==> src/rtl/wdt_pkg.sv <==
package wdt_pkg;
  typedef struct packed {
    logic clearAll;
    logic stepPresc;
    logic incCount;
  } wdtStrobeT;

  typedef struct packed {
    logic prescAtLimit;
    logic cntAtMax;
  } wdtFlagsT;
endpackage

==> src/rtl/wdt_datapath.sv <==
module wdt_datapath
  import wdt_pkg::*;
#(
  parameter int CNT_W = 8,
  parameter int SEL_W = 3
) (
  input  logic             clk,
  input  logic             rstN,
  input  wdtStrobeT        stb,
  input  logic [SEL_W-1:0] preSel,
  output wdtFlagsT         flags
);
  localparam int PRESC_W = (1 << SEL_W) - 1;

  logic [PRESC_W-1:0] prescCnt;
  logic [PRESC_W-1:0] prescLimit;
  logic [CNT_W-1:0]   wdtCnt;

  // Divide limit 2^N - 1: a mask of N low ones.
  always_comb begin
    prescLimit = ~({PRESC_W{1'b1}} << preSel);
    flags.prescAtLimit = (prescCnt >= prescLimit);
    flags.cntAtMax = &wdtCnt;
  end

  always_ff @(posedge clk or negedge rstN) begin
    if (!rstN) begin
      prescCnt <= '0;
    end else if (stb.clearAll) begin
      prescCnt <= '0;
    end else if (stb.stepPresc) begin
      if (flags.prescAtLimit) prescCnt <= '0;
      else                    prescCnt <= prescCnt + 1'b1;
    end
  end

  always_ff @(posedge clk or negedge rstN) begin
    if (!rstN) begin
      wdtCnt <= '0;
    end else if (stb.clearAll) begin
      wdtCnt <= '0;
    end else if (stb.incCount) begin
      wdtCnt <= wdtCnt + 1'b1;
    end
  end

  assert_clear_zeroes_R4: assert property (@(posedge clk) disable iff (!rstN)
    stb.clearAll |=> (wdtCnt == '0) && (prescCnt == '0));

  assert_hold_when_idle_R7: assert property (@(posedge clk) disable iff (!rstN)
    (!stb.stepPresc && !stb.clearAll) |=> ($stable(wdtCnt) && $stable(prescCnt)));

  assert_presc_wrap_R8: assert property (@(posedge clk) disable iff (!rstN)
    (stb.stepPresc && flags.prescAtLimit && !stb.clearAll) |=> (prescCnt == '0));
endmodule

==> src/rtl/wdt_control.sv <==
module wdt_control
  import wdt_pkg::*;
(
  input  logic      clk,
  input  logic      rstN,
  input  logic      tickIn,
  input  logic      clrCmd,
  input  logic      sleepCmd,
  input  logic      wdtEn,
  input  wdtFlagsT  flags,
  output wdtStrobeT stb,
  output logic      timeoutPulse,
  output logic      toBit,
  output logic      pdBit
);
  logic restartReq;
  logic overflowEv;

  always_comb begin
    restartReq    = clrCmd | sleepCmd;
    stb.clearAll  = restartReq;
    stb.stepPresc = tickIn & wdtEn & ~restartReq;
    stb.incCount  = stb.stepPresc & flags.prescAtLimit;
    overflowEv    = stb.incCount & flags.cntAtMax;
  end

  always_ff @(posedge clk or negedge rstN) begin
    if (!rstN) begin
      timeoutPulse <= 1'b0;
      toBit        <= 1'b1;
      pdBit        <= 1'b1;
    end else begin
      timeoutPulse <= overflowEv;
      if (clrCmd) begin
        toBit <= 1'b1;
        pdBit <= 1'b1;
      end else if (sleepCmd) begin
        toBit <= 1'b1;
        pdBit <= 1'b0;
      end else if (overflowEv) begin
        toBit <= 1'b0;
      end
    end
  end

  assert_expiry_flags_R3: assert property (@(posedge clk) disable iff (!rstN)
    overflowEv |=> (timeoutPulse && !toBit));

  assert_pulse_single_R3: assert property (@(posedge clk) disable iff (!rstN)
    timeoutPulse |=> !timeoutPulse);

  assert_to_sticky_R3: assert property (@(posedge clk) disable iff (!rstN)
    (!toBit && !clrCmd && !sleepCmd) |=> !toBit);

  assert_clear_status_R4: assert property (@(posedge clk) disable iff (!rstN)
    clrCmd |=> (toBit && pdBit));

  assert_sleep_status_R5: assert property (@(posedge clk) disable iff (!rstN)
    (sleepCmd && !clrCmd) |=> (toBit && !pdBit));
endmodule

==> src/rtl/wdt_prescaled.sv <==
module wdt_prescaled
  import wdt_pkg::*;
#(
  parameter int CNT_W = 8,
  parameter int SEL_W = 3
) (
  input  logic             clk,
  input  logic             rstN,
  input  logic             tickIn,
  input  logic             clrCmd,
  input  logic             sleepCmd,
  input  logic             wdtEn,
  input  logic [SEL_W-1:0] preSel,
  output logic             timeoutPulse,
  output logic             toBit,
  output logic             pdBit
);
  wdtStrobeT ctlStb;
  wdtFlagsT  dpFlags;

  wdt_control u_ctl (
    .clk(clk), .rstN(rstN), .tickIn(tickIn), .clrCmd(clrCmd),
    .sleepCmd(sleepCmd), .wdtEn(wdtEn), .flags(dpFlags), .stb(ctlStb),
    .timeoutPulse(timeoutPulse), .toBit(toBit), .pdBit(pdBit)
  );

  wdt_datapath #(.CNT_W(CNT_W), .SEL_W(SEL_W)) u_dp (
    .clk(clk), .rstN(rstN), .stb(ctlStb), .preSel(preSel), .flags(dpFlags)
  );

  assert_quiet_when_disabled_R7: assert property (@(posedge clk) disable iff (!rstN)
    !wdtEn |=> !timeoutPulse);

  assert_idle_keeps_to_R7: assert property (@(posedge clk) disable iff (!rstN)
    (!wdtEn && !clrCmd && !sleepCmd) |=> $stable(toBit));
endmodule

==> config.mk <==
export PLATFORM = sky130hd
export DESIGN_NAME = wdt_prescaled
export DESIGN_NICKNAME = d
export VERILOG_FILES = /design/src/rtl/wdt_pkg.sv /design/src/rtl/wdt_datapath.sv /design/src/rtl/wdt_control.sv /design/src/rtl/wdt_prescaled.sv
export SDC_FILE = /design/constraint.sdc
export NUM_CORES = 1
export LEC_CHECK = 0
export ABC_AREA = 1
export BUFFER_PORTS_ARGS = -buffer_cell sky130_fd_sc_hd__clkbuf_2
export CELL_PAD_IN_SITES_DETAIL_PLACEMENT = 1
export CELL_PAD_IN_SITES_GLOBAL_PLACEMENT = 1
export CORE_ASPECT_RATIO = 1.75
export CORE_MARGIN = 2
export CORE_UTILIZATION = 44
export DETAILED_ROUTE_END_ITERATION = 16
export HOLD_SLACK_MARGIN = 0.05
export PLACE_DENSITY = 0.88
export RECOVER_POWER = 50
export REMOVE_ABC_BUFFERS = 1
export SYNTH_ARGS = -nofsm -noshare
export SYNTH_HDL_FRONTEND = slang
export SYNTH_SLANG_ARGS = --single-unit
==> constraint.sdc <==
create_clock -name clk -period 1.9 [get_ports clk]
set_input_delay 0.19 -clock clk [delete_from_list [all_inputs] [get_ports clk]]
set_output_delay 0.19 -clock clk [all_outputs]
set_load 0.1 [all_outputs]
==> Word-level counts from Yosys, hierarchy flattened <==
Cells that the tools add are included.
{ "totals": {"reg_bits": 18} }
{ "classes": {"add_sub_neg": 2, "magnitude_cmp": 1, "shift": 1, "n_mux": 10, "bitwise_logic": 7, "reduce_logical": 5} }
{ "ops": {"columns": ["operator", "count"], "rows": [
  ["$mux 7", 3],
  ["$mux 8", 2],
  ["$add 8x1->8 const B", 1],
  ["$reduce_and 8->1", 1],
  ["$add 7x1->7 const B", 1],
  ["$ge 7x7->1", 1],
  ["$not 7->7", 1],
  ["$shl 7x3->7 const A", 1],
  ["$reduce_bool 2->1", 3],
  ["$mux 1", 5],
  ["$and 1x1->1", 4],
  ["$reduce_bool 3->1", 1],
  ["$not 1->1", 1],
  ["$or 1x1->1", 1]
]} }

==> Longest topological paths before layout <==
{ "logic_depth": {"depth_word": 8, "mapped_depth": 12, "mapped_depth_nobuf": 12} }

==> Modules after synthesis <==
From an unflattened synthesis, not the netlist that was laid out.
{ "unflattened": {"cells_unflattened": 144, "area_unflattened_um2": 1146.1} }
{ "modules_own_cells": {"columns": ["mod", "n_inst", "cells_per_inst", "area_per_inst_um2"], "rows": [
  ["wdt_datapath", 1, 128, 989.7],
  ["wdt_control", 1, 16, 156.4]
]} }

==> Worst setup path after synthesis <==
OpenSTA, ideal clock, no wires.
{ "synth_timing": {"path_type": "register to register", "start": "register u_dp.prescCnt[6]", "end": "register u_dp.wdtCnt[5]", "setup_time_ns": 0.065, "arrival_ns": 1.345, "slack_ns": 0.490, "path_stages_with_launch": 9, "n_path_buf": 0, "synth_period_minus_slack_ns": 1.410, "cell_sequence": "dfrtp_1 ha_1 nand2_1 inv_1 a21oi_4 nand2_4 nand2_8 nand3_2 nand2_1"} }
{ "synth_via": {"elab_chain_len": 3} }
{ "synth_lines": {"columns": ["element", "line", "source"], "rows": [
  ["start, declared", "wdt_datapath.sv:15", "logic [PRESC_W-1:0] prescCnt;"],
  ["start signal, assigned", "wdt_datapath.sv:33", "else prescCnt <= prescCnt + 1'b1;"],
  ["$ge 7x7->1", "wdt_datapath.sv:22", "flags.prescAtLimit = (prescCnt >= prescLimit);"],
  ["$and 1x1->1", "wdt_control.sv:23", "stb.incCount = stb.stepPresc & flags.prescAtLimit;"],
  ["$reduce_bool 2->1 (no source line)", null, null],
  ["end signal, assigned", "wdt_datapath.sv:43", "wdtCnt <= wdtCnt + 1'b1;"],
  ["end, declared", "wdt_datapath.sv:17", "logic [CNT_W-1:0] wdtCnt;"]
]} }
No other way between the ends.
A chain may end at the register's enable or synchronous reset.

==> Final worst setup path <==
Ends and elaborated chain as after synthesis.

==> results.tsv <==
metric	value	unit
worstSetupEndpointType	flop	
avgRoutedWirePerCell	15.3	um
gp_congestion	0.822	
max_slew_margin	0.328	
setup_viol	0	
grt_pass1_wl	4970	um
htreeDepth	1	
netlist_area	1300	um2
powerDensity	611	nW/um2
postCtsHoldBufs	1	
yosys.area.top_type	dfrtp_1	
crit_type	flop to flop	
route.vias.total	1103	
synth_edf_count	0	
ir_worst_vdd	0.000448	V
ys_ff_latch	18	
final_nets	189	
clkPwrFrac	0.377	
synth.cells.most_frequent	nand2_1, inv_1, dfrtp_1	
portBuffers	11	
crit_fanout	10	
ys_seq_area_frac	0.349	
grt_pass1_vias	1153	
maxCapViolCount	0	
timing.rr.start	u_dp.prescCnt[6]	
synth_cell_types	28	
min_to	u_ctl.pdBit	
yosys.area.top_type_share	0.309	
cts_root_buf	clkbuf_8	
utilization	0.496	
drive_above_1_share	0.229	
ys.flop_type	dfrtp_1	
die_w	45.1	um
path_clk_slew	0.07	ns
final_hold_viol_count	0	
syn_to_final_growth	9.45	%
die-area	3420	um2
drt_wl_total	3030	um
drc	0	
grt_usage	0.202	
switchingPower	0.243	mW
die_y	75.8	um
p_int	0.625	mW
start_util	0.453	
cts_max_path_buffers	2	
hold_depth	2	
dp_cells	193	
drtPass1Iterations	4	
p_leak	0.737	nW
setup_tns	0	ns
syn_area_per_cell	8.32	um2
power_switching_share	0.280	
comb_power_share	0.151	
synthCells	156	
grt_overflow	0	
yosysWarningCount	0	
fin_crit_sh	0.874	
ff2ff_path_depth	8	
seqPwrFrac	0.472	
critPathRequiredTime	2.05	ns
fmaxAchievable	603	MHz
drt_iter0_markers	12	
antenna_found_initial	0	
cts_sinks	18	
final_antenna_net_count	0	
min_period	1.66	ns
final_cells	198	
cts_buffers	3	
worstMarginPinSlew	1.01	ns
cp-start-kind	flop	
rows	26	
hp-start	clrCmd	
rsz0062_at_grt	no	
core_area	2860	um2
post_cts_resized	0	
io_pins	12	
diodes	0	
slew_violations	0	
hold_path_class	input port to flop	
synth.most_common_cell	nand2_1	
yosys-top-cells-area	dfrtp_1, nand2_1, ha_1	
cp-startpoint	u_dp.prescCnt[6]	
run_status	finished clean	
power.total	0.868	mW
timing.rr.end	u_dp.wdtCnt[5]	
grt_max_degree	19	
clkLatencyLatePin	0.26	ns
via_per_inst	5.57	
place_hpwl	2430	um
clock_skew	0.00469	ns
synth-async-reset-ratio	1.00	
cts_tree	built	
reg2reg_slack	0.24	ns
post-cts-setup-buffers	0	
cp.arrival	1.81	ns
[power groups by stage]
stage               clock, mW  combinational (mW)  sequential, mW
floorplan                   0              0.0813           0.424
global placement            0               0.123           0.415
detailed placement          0               0.133           0.418
CTS                     0.331               0.136           0.410
global route            0.349               0.149           0.411
finish                  0.327               0.131           0.410
[cell type report]
type / instances / area, um2
Fill cell: 364 / 1440
Tap cell: 28 / 35.0
Timing Repair Buffer: 12 / 63.8
Sequential cell: 18 / 453
Clock buffer: 4 / 55.1
Inverter: 22 / 82.6
Multi-Input combinational cell: 114 / 731
[routing by layer]
metal / track usage / wire (um) / vias to the layer above
li1: - / - / 533
met1: 0.169 / 1000 / 555
met2: 0.429 / 1940 / 11
met3: 0.0237 / 41 / 4
met4: 0.0948 / 53 / 0
met5: 0 / 0 / -
[layout by cell type (no fill, tap or decap)]
cell and instances:
nand2_1 39, inv_1 21, dfrtp_1 16, nor2_1 12, nand3_1 10, nand3_2 10
clkbuf_2 10, ha_1 9, nand4_1 5, xor2_1 5, nand2_2 4, clkbuf_8 4
a21oi_1 3, o22ai_1 3, o21ai_1 3, dfstp_2 2, o21ai_0 1, nor2_4 1
a21oi_4 1, nand2_4 1, or2_4 1, nor2_8 1, nand2_8 1, nor3_2 1
inv_2 1, a21o_1 1, a21o_2 1, xnor2_1 1, dlygate4sd3_1 1, clkbuf_1 1
[stage by stage]
step / setup slack (ns) / hold slack, ns / cell area [um2]
after floorplan: 0.488 / -0.106 / 1270
after global placement: 0.316 / 0.157 / 1360
after detailed placement: 0.236 / 0.174 / 1360
after CTS: 0.234 / 0.141 / 1420
after global routing: 0.123 / 0.151 / 1420
final: 0.240 / 0.138 / 1420
[worst max path at each step]
| stage | to | slack (ns) | depth (start not counted) |
|---|---|---|---|
| floorplan | u_dp.wdtCnt[5] | 0.49 | 10 |
| global placement | u_dp.wdtCnt[7] | 0.32 | 10 |
| detailed placement | u_dp.wdtCnt[5] | 0.24 | 10 |
| CTS | u_dp.wdtCnt[5] | 0.23 | 8 |
| global route | u_dp.wdtCnt[5] | 0.12 | 8 |
| finish | u_dp.wdtCnt[5] | 0.24 | 8 |
[critical path, cell delays in order (launching register included)]
cell     delay [ns]
dfrtp_1        0.43
ha_1           0.32
nand2_1        0.08
nor2_1         0.15
nand2_1        0.14
nand2_4        0.18
nand2_8        0.11
nand3_2        0.07
nand2_1        0.07
[state kept, by name (all words and copies together) (netlist names)]
register and cells:
u_ctl.toBit 1, u_ctl.pdBit 1, u_ctl.timeoutPulse 1, u_dp.prescCnt 7, u_dp.wdtCnt 8
[cell families (layout without fill, tap and decap cells)]
family | Yosys count | after routing | share of synthesized area
simple gates | 86 | 86 | 0.369
buf+inv | 24 | 38 | 0.0878
flops | 18 | 18 | 0.349
compound gates | 13 | 13 | 0.0665
fa+ha+maj | 9 | 9 | 0.0868
xor+xnor | 6 | 6 | 0.0405
(Power assumes the default switching activity.)
